$ cat src/rtl/tsense_pkg.sv
package tsense_pkg;

  typedef enum logic [1:0] {
    OP_ON     = 2'd0,
    OP_OFF    = 2'd1,
    OP_SAMPLE = 2'd2,
    OP_RSVD   = 2'd3
  } ts_op_e;

  typedef enum logic [1:0] {
    RS_OK      = 2'd0,
    RS_NODATA  = 2'd1,
    RS_TIMEOUT = 2'd2,
    RS_BADOP   = 2'd3
  } ts_rsp_e;

  typedef enum logic [3:0] {
    S_IDLE,
    S_PD_HOLD,
    S_PWR_WAIT,
    S_SETTLE,
    S_RUN,
    S_CONV_WAIT,
    S_MUL,
    S_DIVIDE,
    S_RESP
  } ts_state_e;

  // control word bit roles: 0 reset release, 1 power-down, 2 run
  localparam logic [2:0] CTL_OFF  = 3'b010;
  localparam logic [2:0] CTL_DARK = 3'b000;
  localparam logic [2:0] CTL_LIVE = 3'b001;
  localparam logic [2:0] CTL_FIRE = 3'b101;

  // cycles needed to cover amount/per_second seconds, rounded up, at least 1
  function automatic longint ceil_cycles(longint amount, longint per_second, longint clk_hz);
    longint c;
    c = (amount * clk_hz + per_second - 1) / per_second;
    if (c < 1) c = 1;
    return c;
  endfunction

endpackage

$ cat src/rtl/tsense_tick_timer.sv
module tsense_tick_timer #(
  parameter int W = 8
) (
  input  logic         clk,
  input  logic         rst,
  input  logic         load,
  input  logic [W-1:0] load_val,
  output logic         zero
);
  logic [W-1:0] cnt_q;

  always_ff @(posedge clk) begin
    if (rst)               cnt_q <= '0;
    else if (load)         cnt_q <= load_val;
    else if (cnt_q != '0)  cnt_q <= cnt_q - 1'b1;
  end

  assign zero = (cnt_q == '0);
endmodule

$ cat src/rtl/tsense_seqdiv.sv
// Restoring divider: one quotient bit per cycle, NUM_W cycles per result.
module tsense_seqdiv #(
  parameter int NUM_W = 30,
  parameter int DEN_W = 12
) (
  input  logic             clk,
  input  logic             rst,
  input  logic             start,
  input  logic [NUM_W-1:0] num,
  input  logic [DEN_W-1:0] den,
  output logic             done,
  output logic [NUM_W-1:0] quo
);
  localparam int CNT_W = $clog2(NUM_W + 1);

  logic [DEN_W-1:0] rem_q;
  logic [NUM_W-1:0] quo_q;
  logic [CNT_W-1:0] cnt_q;
  logic             done_q;
  logic [DEN_W:0]   shifted;
  logic [DEN_W:0]   diff;
  logic             fits;

  always_comb begin
    shifted = {rem_q, quo_q[NUM_W-1]};
    diff    = shifted - {1'b0, den};
    fits    = (shifted >= {1'b0, den});
  end

  always_ff @(posedge clk) begin
    if (rst) begin
      rem_q  <= '0;
      quo_q  <= '0;
      cnt_q  <= '0;
      done_q <= 1'b0;
    end else begin
      done_q <= 1'b0;
      if (start) begin
        rem_q <= '0;
        quo_q <= num;
        cnt_q <= CNT_W'(NUM_W);
      end else if (cnt_q != '0) begin
        rem_q <= fits ? diff[DEN_W-1:0] : shifted[DEN_W-1:0];
        quo_q <= {quo_q[NUM_W-2:0], fits};
        cnt_q <= cnt_q - 1'b1;
        if (cnt_q == CNT_W'(1)) done_q <= 1'b1;
      end
    end
  end

  assign done = done_q;
  assign quo  = quo_q;
endmodule

$ cat src/rtl/tsense_seq_ctrl.sv
module tsense_seq_ctrl
  import tsense_pkg::*;
#(
  parameter int CLK_HZ     = 200_000_000,
  parameter int PD_HOLD_NS = 1000,
  parameter int PWRUP_NS   = 60000,
  parameter int SETTLE_NS  = 1000,
  parameter int RUN_NS     = 1000,
  parameter int TIMEOUT_US = 10000,
  parameter int STAT_W     = 32,
  parameter int CODE_W     = 12,
  parameter int CODE_LSB   = 16,
  parameter int SCALE_NUM  = 237500,
  parameter int SCALE_DEN  = 4094,
  parameter int OFFSET     = 81100,
  parameter int RES_W      = 32
) (
  input  logic              clk,
  input  logic              rst,
  input  logic              req_valid,
  output logic              req_ready,
  input  logic [1:0]        req_op,
  output logic              rsp_valid,
  input  logic              rsp_ready,
  output logic [1:0]        rsp_status,
  output logic [RES_W-1:0]  rsp_temp,
  output logic [2:0]        sns_ctrl,
  input  logic [STAT_W-1:0] sns_status,
  input  logic              sns_done,
  output logic              sensor_on
);
  localparam int PD_CYC  = int'(ceil_cycles(longint'(PD_HOLD_NS), 64'd1_000_000_000, longint'(CLK_HZ)));
  localparam int PU_CYC  = int'(ceil_cycles(longint'(PWRUP_NS),   64'd1_000_000_000, longint'(CLK_HZ)));
  localparam int SET_CYC = int'(ceil_cycles(longint'(SETTLE_NS),  64'd1_000_000_000, longint'(CLK_HZ)));
  localparam int RUN_CYC = int'(ceil_cycles(longint'(RUN_NS),     64'd1_000_000_000, longint'(CLK_HZ)));
  localparam int TO_CYC  = int'(ceil_cycles(longint'(TIMEOUT_US), 64'd1_000_000,     longint'(CLK_HZ)));
  localparam int MAX_A   = (PD_CYC > PU_CYC) ? PD_CYC : PU_CYC;
  localparam int MAX_B   = (SET_CYC > RUN_CYC) ? SET_CYC : RUN_CYC;
  localparam int MAX_C   = (MAX_A > MAX_B) ? MAX_A : MAX_B;
  localparam int MAX_CYC = (MAX_C > TO_CYC) ? MAX_C : TO_CYC;
  localparam int TMR_W   = $clog2(MAX_CYC + 1);
  localparam int NUM_W   = CODE_W + $clog2(SCALE_NUM + 1);
  localparam int DEN_W   = $clog2(SCALE_DEN + 1);

  ts_state_e        state_q, state_d;
  logic             on_q, on_d;
  logic [2:0]       ctrl_q;
  logic             seen_q;
  logic [CODE_W-1:0] raw_q;
  ts_rsp_e          rsp_st_q, st_d;
  logic [RES_W-1:0] rsp_temp_q;

  logic             tmr_load;
  logic [TMR_W-1:0] tmr_val;
  logic             tmr_zero;
  logic             div_go;
  logic             div_done;
  logic [NUM_W-1:0] div_quo;
  logic [NUM_W-1:0] product;
  logic [RES_W-1:0] scaled;
  logic             live_phase;
  logic             stat_unused;

  assign stat_unused = ^{sns_status[STAT_W-1:CODE_LSB+CODE_W], sns_status[CODE_LSB-1:0]};

  function automatic logic [2:0] ctrl_of(ts_state_e s, logic on);
    case (s)
      S_PD_HOLD:                              return CTL_OFF;
      S_PWR_WAIT:                             return CTL_DARK;
      S_SETTLE, S_CONV_WAIT, S_MUL, S_DIVIDE: return CTL_LIVE;
      S_RUN:                                  return CTL_FIRE;
      default:                                return on ? CTL_LIVE : CTL_OFF;
    endcase
  endfunction

  tsense_tick_timer #(.W(TMR_W)) u_timer (
    .clk      (clk),
    .rst      (rst),
    .load     (tmr_load),
    .load_val (tmr_val),
    .zero     (tmr_zero)
  );

  assign product = NUM_W'(raw_q) * NUM_W'(SCALE_NUM);

  tsense_seqdiv #(.NUM_W(NUM_W), .DEN_W(DEN_W)) u_div (
    .clk   (clk),
    .rst   (rst),
    .start (div_go),
    .num   (product),
    .den   (DEN_W'(SCALE_DEN)),
    .done  (div_done),
    .quo   (div_quo)
  );

  assign scaled     = RES_W'(div_quo) - RES_W'(OFFSET);
  assign live_phase = (state_q == S_RUN) || (state_q == S_CONV_WAIT);

  always_comb begin
    state_d  = state_q;
    on_d     = on_q;
    st_d     = RS_OK;
    tmr_load = 1'b0;
    tmr_val  = '0;
    div_go   = 1'b0;
    case (state_q)
      S_IDLE: begin
        if (req_valid) begin
          case (ts_op_e'(req_op))
            OP_ON: begin
              if (on_q) begin
                state_d = S_RESP;
              end else begin
                state_d  = S_PD_HOLD;
                tmr_load = 1'b1;
                tmr_val  = TMR_W'(PD_CYC - 1);
              end
            end
            OP_OFF: begin
              on_d    = 1'b0;
              state_d = S_RESP;
            end
            OP_SAMPLE: begin
              if (on_q) begin
                state_d  = S_RUN;
                tmr_load = 1'b1;
                tmr_val  = TMR_W'(RUN_CYC - 1);
              end else begin
                st_d    = RS_NODATA;
                state_d = S_RESP;
              end
            end
            default: begin
              st_d    = RS_BADOP;
              state_d = S_RESP;
            end
          endcase
        end
      end
      S_PD_HOLD: begin
        if (tmr_zero) begin
          state_d  = S_PWR_WAIT;
          tmr_load = 1'b1;
          tmr_val  = TMR_W'(PU_CYC - 1);
        end
      end
      S_PWR_WAIT: begin
        if (tmr_zero) begin
          state_d  = S_SETTLE;
          tmr_load = 1'b1;
          tmr_val  = TMR_W'(SET_CYC - 1);
        end
      end
      S_SETTLE: begin
        if (tmr_zero) begin
          on_d    = 1'b1;
          state_d = S_RESP;
        end
      end
      S_RUN: begin
        if (tmr_zero) begin
          if (seen_q || sns_done) begin
            state_d = S_MUL;
          end else begin
            state_d  = S_CONV_WAIT;
            tmr_load = 1'b1;
            tmr_val  = TMR_W'(TO_CYC - 1);
          end
        end
      end
      S_CONV_WAIT: begin
        if (sns_done) begin
          state_d = S_MUL;
        end else if (tmr_zero) begin
          st_d    = RS_TIMEOUT;
          state_d = S_RESP;
        end
      end
      S_MUL: begin
        div_go  = 1'b1;
        state_d = S_DIVIDE;
      end
      S_DIVIDE: begin
        if (div_done) state_d = S_RESP;
      end
      S_RESP: begin
        if (rsp_ready) state_d = S_IDLE;
      end
      default: state_d = S_IDLE;
    endcase
  end

  always_ff @(posedge clk) begin
    if (rst) begin
      state_q    <= S_IDLE;
      on_q       <= 1'b0;
      ctrl_q     <= CTL_OFF;
      seen_q     <= 1'b0;
      raw_q      <= '0;
      rsp_st_q   <= RS_OK;
      rsp_temp_q <= '0;
    end else begin
      state_q <= state_d;
      on_q    <= on_d;
      ctrl_q  <= ctrl_of(state_d, on_d);
      if (state_q == S_IDLE) begin
        seen_q <= 1'b0;
      end else if (live_phase && sns_done && !seen_q) begin
        seen_q <= 1'b1;
        raw_q  <= sns_status[CODE_LSB +: CODE_W];
      end
      if (state_d == S_RESP && state_q != S_RESP) begin
        rsp_st_q   <= st_d;
        rsp_temp_q <= (state_q == S_DIVIDE) ? scaled : '0;
      end
    end
  end

  assign req_ready  = (state_q == S_IDLE);
  assign rsp_valid  = (state_q == S_RESP);
  assign rsp_status = rsp_st_q;
  assign rsp_temp   = rsp_temp_q;
  assign sns_ctrl   = ctrl_q;
  assign sensor_on  = on_q;
endmodule

$ cat config.mk
export PLATFORM = sky130hd
export DESIGN_NAME = tsense_seq_ctrl
export DESIGN_NICKNAME = d
export VERILOG_FILES = /design/src/rtl/tsense_pkg.sv /design/src/rtl/tsense_tick_timer.sv /design/src/rtl/tsense_seqdiv.sv /design/src/rtl/tsense_seq_ctrl.sv
export SDC_FILE = /design/constraint.sdc
export NUM_CORES = 1
export LEC_CHECK = 0
export ABC_CLOCK_PERIOD_IN_PS = 5000
export BUFFER_PORTS_ARGS = -buffer_cell sky130_fd_sc_hd__buf_2
export CAP_MARGIN = 5
export CORE_ASPECT_RATIO = 1.2
export CORE_MARGIN = 1
export CORE_UTILIZATION = 39
export DETAILED_ROUTE_END_ITERATION = 6
export PLACE_DENSITY_LB_ADDON = 0.2
export SKIP_LAST_GASP = 1
export SLEW_MARGIN = 15
export SYNTH_ARGS = -nofsm -noshare
export SYNTH_HDL_FRONTEND = slang
export SYNTH_SLANG_ARGS = --single-unit
export TNS_END_PERCENT = 1
$ cat constraint.sdc
create_clock -name clk -period 5 [get_ports clk]
set_input_delay 1.25 -clock clk [delete_from_list [all_inputs] [get_ports clk]]
set_output_delay 1.25 -clock clk [all_outputs]
set_load 0.005 [all_outputs]
; Word-level counts from Yosys, hierarchy flattened
; Index checks and enable logic that the tools add are counted.
[op_classes]
add_sub_neg = 4
bitwise = 2
n_shift = 0
muxes = 52
eq_ne = 20
reduce_logical = 20
n_mul = 1
n_lt_le_gt_ge = 1
div_mod_pow = 0
[op_table]
columns = op, n
row1 = 2-to-1 mux 21 bit, 4
row2 = one-hot mux 21 bit (4 select lines), 1
row3 = 2-to-1 mux 30 bit, 2
row4 = 2-to-1 mux 4 bit, 10
row5 = one-hot mux 4 bit (9 select lines), 1
row6 = "== test 4 x 3 -> 1 bit, second input constant", 8
row7 = 2-to-1 mux 32 bit, 1
row8 = 2-to-1 mux 8 bit, 4
row9 = "subtractor 30 x 17 -> 31 bit, second input constant", 1
row10 = "multiplier 12 x 16 -> 28 bit, second input constant", 1
row11 = zero test 21 bit, 1
row12 = nonzero test 21 bit, 1
row13 = "subtractor 21 x 1 -> 21 bit, second input constant", 1
row14 = "== test 4 x 2 -> 1 bit, second input constant", 4
row15 = one-hot mux 8 bit (2 select lines), 1
row16 = 2-to-1 mux 14 bit, 1
row17 = "greater-or-equal comparator 13 x 12 -> 1 bit, second input constant", 1
row18 = 2-to-1 mux 1 bit, 12
row19 = 2-to-1 mux 12 bit, 1
row20 = one-hot mux 3 bit (4 select lines), 1
row21 = "subtractor 12 bit, second input constant", 1
row22 = 2-to-1 mux 2 bit, 5
row23 = 2-to-1 mux 5 bit, 2
row24 = "== test 4 x 1 -> 1 bit, second input constant", 2
row25 = 22 further kinds, 33
[totals]
regBits = 124
mem_count = 0
latchBits = 0
rom_bits = 0
mem_bits_rw = 0

; Longest topological paths before layout
[depth]
depth_word = 7
depth_mapped = 19

; By module
; Synthesis repeated with hierarchy kept, for this count alone.
[unflattened]
cells_unflattened = 1293
area_unflattened_um2 = 10710.3
[modules_own_cells]
columns = module, area_per_inst_um2, cells_per_inst, n_inst
row1 = tsense_seq_ctrl, 6857.8, 783, 1
row2 = tsense_seqdiv, 2695.1, 370, 1
row3 = tsense_tick_timer, 1157.4, 140, 1

; Worst setup path after synthesis
; OpenSTA, ideal clock, no wires.
[synth_timing]
path_kind = reg-to-reg
from = register raw_q[9]
to = register u_div.quo_q[28] (netlist: u_div.quo[28])
n_path_buf = 0
slack_ps = -231
arrival_ps = 5116
stages_incl_launch_ff = 18
cell_sequence = dfxtp_1 fa_1 inv_1 fa_1 inv_1 fa_1 fa_1 inv_1 fa_1 inv_1 ha_1 a21o_1 nand4_1 o21ai_0 o21bai_1 nand3b_1 o311a_1 a2111oi_0
[synth_via]
elab_chain_len = 2
[synth_lines]
columns = element, line_no
row1 = start: declaration, tsense_seq_ctrl.sv:49  ; logic [CODE_W-1:0] raw_q;
row2 = start signal: assignment, tsense_seq_ctrl.sv:210  ; raw_q <= sns_status[CODE_LSB +: CODE_W];
row3 = multiplier 12 x 16 -> 28 bit, tsense_seq_ctrl.sv:84  ; assign product = NUM_W'(raw_q) * NUM_W'(SCALE_NUM);
row4 = 2-to-1 mux 30 bit, tsense_seqdiv.sv:38  ; if (start) begin
row5 = end signal: assignment, tsense_seqdiv.sv:40  ; quo_q <= num;
row6 = end signal: assignment, tsense_seqdiv.sv:44  ; quo_q <= {quo_q[NUM_W-2:0], fits};
row7 = end: declaration, tsense_seqdiv.sv:17  ; logic [NUM_W-1:0] quo_q;
; Every way passes these cells.
; A chain may end at the register's enable or synchronous reset.

; Worst setup path in the final report
[layout_timing]
from = register raw_q[5]
to = register u_div.quo_q[26] (netlist: u_div.quo[26])
; Same word-level chain as after synthesis.

==> flow_summary.json <==
{
  "setup_viol": 0,
  "ys_seq_area_share_pct": 24.2,
  "cap_violations": 0,
  "whs_ns": 0.457,
  "tritoncts": "yes",
  "critical-path-max-stage-delay_ns": 0.60,
  "synth_top_family_by_area": "adder cells",
  "clock_path_buffers": 2,
  "die_w_um": 149,
  "crit_type": "reg -> reg",
  "core_mm2": 0.0255,
  "overflow": 0,
  "synth_xor_area_share_pct": 6.12,
  "rsz0062_at_grt": "true",
  "syn_nets": 1424,
  "ant_nets": 0,
  "chipHeight_um": 179,
  "nets": 1530,
  "crit_buf_inv": 5,
  "cts_htree_levels": 4,
  "cp_slowest_cell": "fa_2",
  "io_pins": 79,
  "cts_buffers": 17,
  "io_buffers": 58,
  "yosysUniqueCellTypes": 73,
  "muxShareOfSynthArea_pct": 1.69,
  "power_density_mw_per_mm2": 311,
  "end_kind": "register",
  "ys_dominant_reg_cell": "dfxtp_1",
  "synth-edff-count": 0,
  "antenna_found_initial": 0,
  "fin_crit_sh_pct": 98.9,
  "worstHoldPathType": "reg -> reg",
  "setup-tns-final_ns": 0,
  "clock_latency_ns": 0.44,
  "ctsHoldBuffers": 0,
  "dp_cells": 1624,
  "synth_compound_area_share_pct": 15.1,
  "worstPathMaxFanout": 4,
  "drive_above_1_share_pct": 18.0,
  "final_max_slew_viol_count": 0,
  "cp.arrival_ns": 5.27,
  "cp-start-kind": "register",
  "ys_top_cells_by_area": "dfxtp_1 (24%), fa_1 (16%), ha_1 (11%)",
  "maxClockFrequency_mhz": 202,
  "cp_top_family": "adder cells",
  "dr.pass1.iters": 6,
  "area_growth_pct": 20.1,
  "dp_hpwl_um": 19600,
  "finClkSkew_ns": 0.0179,
  "num_vias": 8504,
  "yosysWarnings": 0,
  "drt-initial-drc-count": 370,
  "worst_pin_slew_ns": 1.12,
  "crit_chain": "fa_2 > inv_4 > fa_1 > inv_1 > fa_1 > fa_1 > inv_1 > fa_1 > inv_1 > ha_4 > a21o_1 > a21oi_4 > inv_1 > o41ai_4 > o21ai_2 > and3_1 > a2111oi_2",
  "viasPerCell": 5.10,
  "avgSynthCellArea_um2": 8.34,
  "clk_pin_slew_worst_paths_ns": 0.06,
  "gp_congestion": 0.851,
  "cp_data_required_time_ns": 5.33,
  "grtUsageTotal_pct": 20.3,
  "syn-cell-area_mm2": 0.0102,
  "pre_cts_slack_ns": -0.289,
  "synth-async-reset-ratio_pct": 0,
  "die_area_mm2": 0.0267,
  "clockRootBuffer": "clkbuf_16",
  "final_cells": 1666,
  "yosys.area.top_type": "dfxtp_1",
  "finalWorstSetupSlack_ns": 0.0562,
  "p_total_w": 0.00380,
  "start_util_pct": 39.8,
  "yosys.area_share.simple_pct": 18.1,
  "synth-seq-cells": 123,
  "period_minus_slack_ns": 4.94,
  "maxSlewHeadroom_pct": 24.9,
  "wl_per_cell_um": 15.4,
  "fill_cells": 2518,
  "grt_pass1_wl_um": 42400,
  "ir_worst_vdd_mv": 0.239,
  "diodes": 0,
  "synth_cells": 1218,
  "finalWirelength_um": 25700,
  "grt_pass1_vias": 8270,
  "synth_top_area_share_pct": 24.2,
  "synthAdderAreaFrac_pct": 26.5,
  "clock_sinks": 123,
  "finalHoldViolCount": 0,
  "drc": 0,
  "grt_max_degree": 52,
  "cellLeakagePower_nw": 5.79,
  "rows": 64,
  "status": "complete, no violations"
}
-- cell families (layout without fill, tap and decap cells) --
| family | count (synthesis) | count (layout) |
|---|---|---|
| buf+inv | 223 | 341 |
| mux | 17 | 17 |
| fa+ha+maj | 167 | 167 |
| simple gates | 383 | 383 |
| xor+xnor | 71 | 71 |
| flops | 123 | 123 |
| compound gates | 234 | 234 |
-- what timing repair did --
action	4_1_cts	5_1_grt
resized for setup	25	26
pin swaps	30	33
setup endpoints to repair	10	12
buffers inserted	9	2
-- layout make-up --
class / count / area, µm² / share of cell area (%)
clock inverters: 13 / 168 / 1.37
multi-input cells: 872 / 7140 / 58.5
well taps: 330 / 413 / 3.38
clock buffers: 18 / 439 / 3.60
inverters: 167 / 629 / 5.16
repair buffers: 143 / 942 / 7.72
flip-flops and latches: 123 / 2470 / 20.3
-- worst reg2reg max path, cell delays in order (launching register included) --
cell	delay [ns]
dfxtp_2	0.33
fa_2	0.60
inv_4	0.06
fa_1	0.47
inv_1	0.05
fa_1	0.47
fa_1	0.49
inv_1	0.05
fa_1	0.53
inv_1	0.06
ha_4	0.24
a21o_1	0.20
a21oi_4	0.18
inv_1	0.09
o41ai_4	0.42
o21ai_2	0.09
and3_1	0.20
a2111oi_2	0.31
-- where the power goes --
group / total [W] / internal (W) / leakage, nW / switching [W]
clock network: 0.00130 / 0.000798 / 0.293 / 0.000501
logic: 0.00120 / 0.000459 / 4.50 / 0.000738
registers: 0.00130 / 0.00113 / 1.00 / 0.000168
-- placed cells by master (no fill, tap or decap), types with 21 or more instances in the layout --
cell type	count
buf_4	83
dfxtp_1	116
buf_2	57
xnor2_1	41
o21ai_0	21
inv_1	161
a21oi_1	87
xor2_1	30
nand3_1	30
nand2_1	133
ha_1	80
fa_1	77
nor2_1	97
nor3_1	32
-- sequential cells by signal, summed over array words and instances (netlist names) --
| signal | count |
|---|---|
| rsp_temp | 31 |
| u_div.quo | 30 |
| u_timer.cnt_q | 21 |
| raw_q | 12 |
| u_div.rem_q | 12 |
| u_div.cnt_q | 5 |
| state_q | 4 |
| sns_ctrl | 3 |
| rsp_status | 2 |
| seen_q | 1 |
| sensor_on | 1 |
| u_div.done | 1 |
-- per-stage QoR --
step / utilization [%] / instance area, µm²
2_1_floorplan: - / 10200
3_3_place_gp: 44.1 / 11300
3_5_place_dp: 44.1 / 11300
4_1_cts: 47.2 / 12100
5_1_grt: 47.8 / 12200
6_report: 47.8 / 12200
-- path summary, 6_finish.rpt --
kind,startpoint,end,slack (ns),cells after the start
hold / removal,rsp_temp[6]$_SDFFE_PP0P_,rsp_temp[6]$_SDFFE_PP0P_,0.46,2
setup reg to reg,raw_q[5]$_SDFFE_PP0P_,u_div.quo[26]$_SDFFE_PP0P_,0.06,17
hold reg to reg,rsp_temp[6]$_SDFFE_PP0P_,rsp_temp[6]$_SDFFE_PP0P_,0.46,2
setup / recovery,raw_q[5]$_SDFFE_PP0P_,u_div.quo[26]$_SDFFE_PP0P_,0.06,17
-- synth_stat cells, drive strengths merged, types with 9 or more instances --
cell,number
xor2,30
a311oi,15
nand2,133
inv,167
xnor2,41
mux2i,16
a21oi,93
a21o,16
ha,86
a31oi,11
or3,9
clkbuf,48
a211oi,11
nor2,99
nor2b,10
nor4,11
nand3,31
nand4,9
dfxtp,123
nor3,32
fa,81
o21ai,28
-- per-layer routing --
metal | up-vias | routed length [µm] | global-route usage (%) | part of all wire [%]
met3 | 27 | 794 | 3.41 | 3.1
met1 | 4015 | 11900 | 25.8 | 46
li1 | 4321 | - | - | -
met2 | 141 | 12600 | 35.0 | 49
met5 | - | 0 | 0 | 0
met4 | 0 | 369 | 5.91 | 1.4
(Power assumes the default switching activity.)
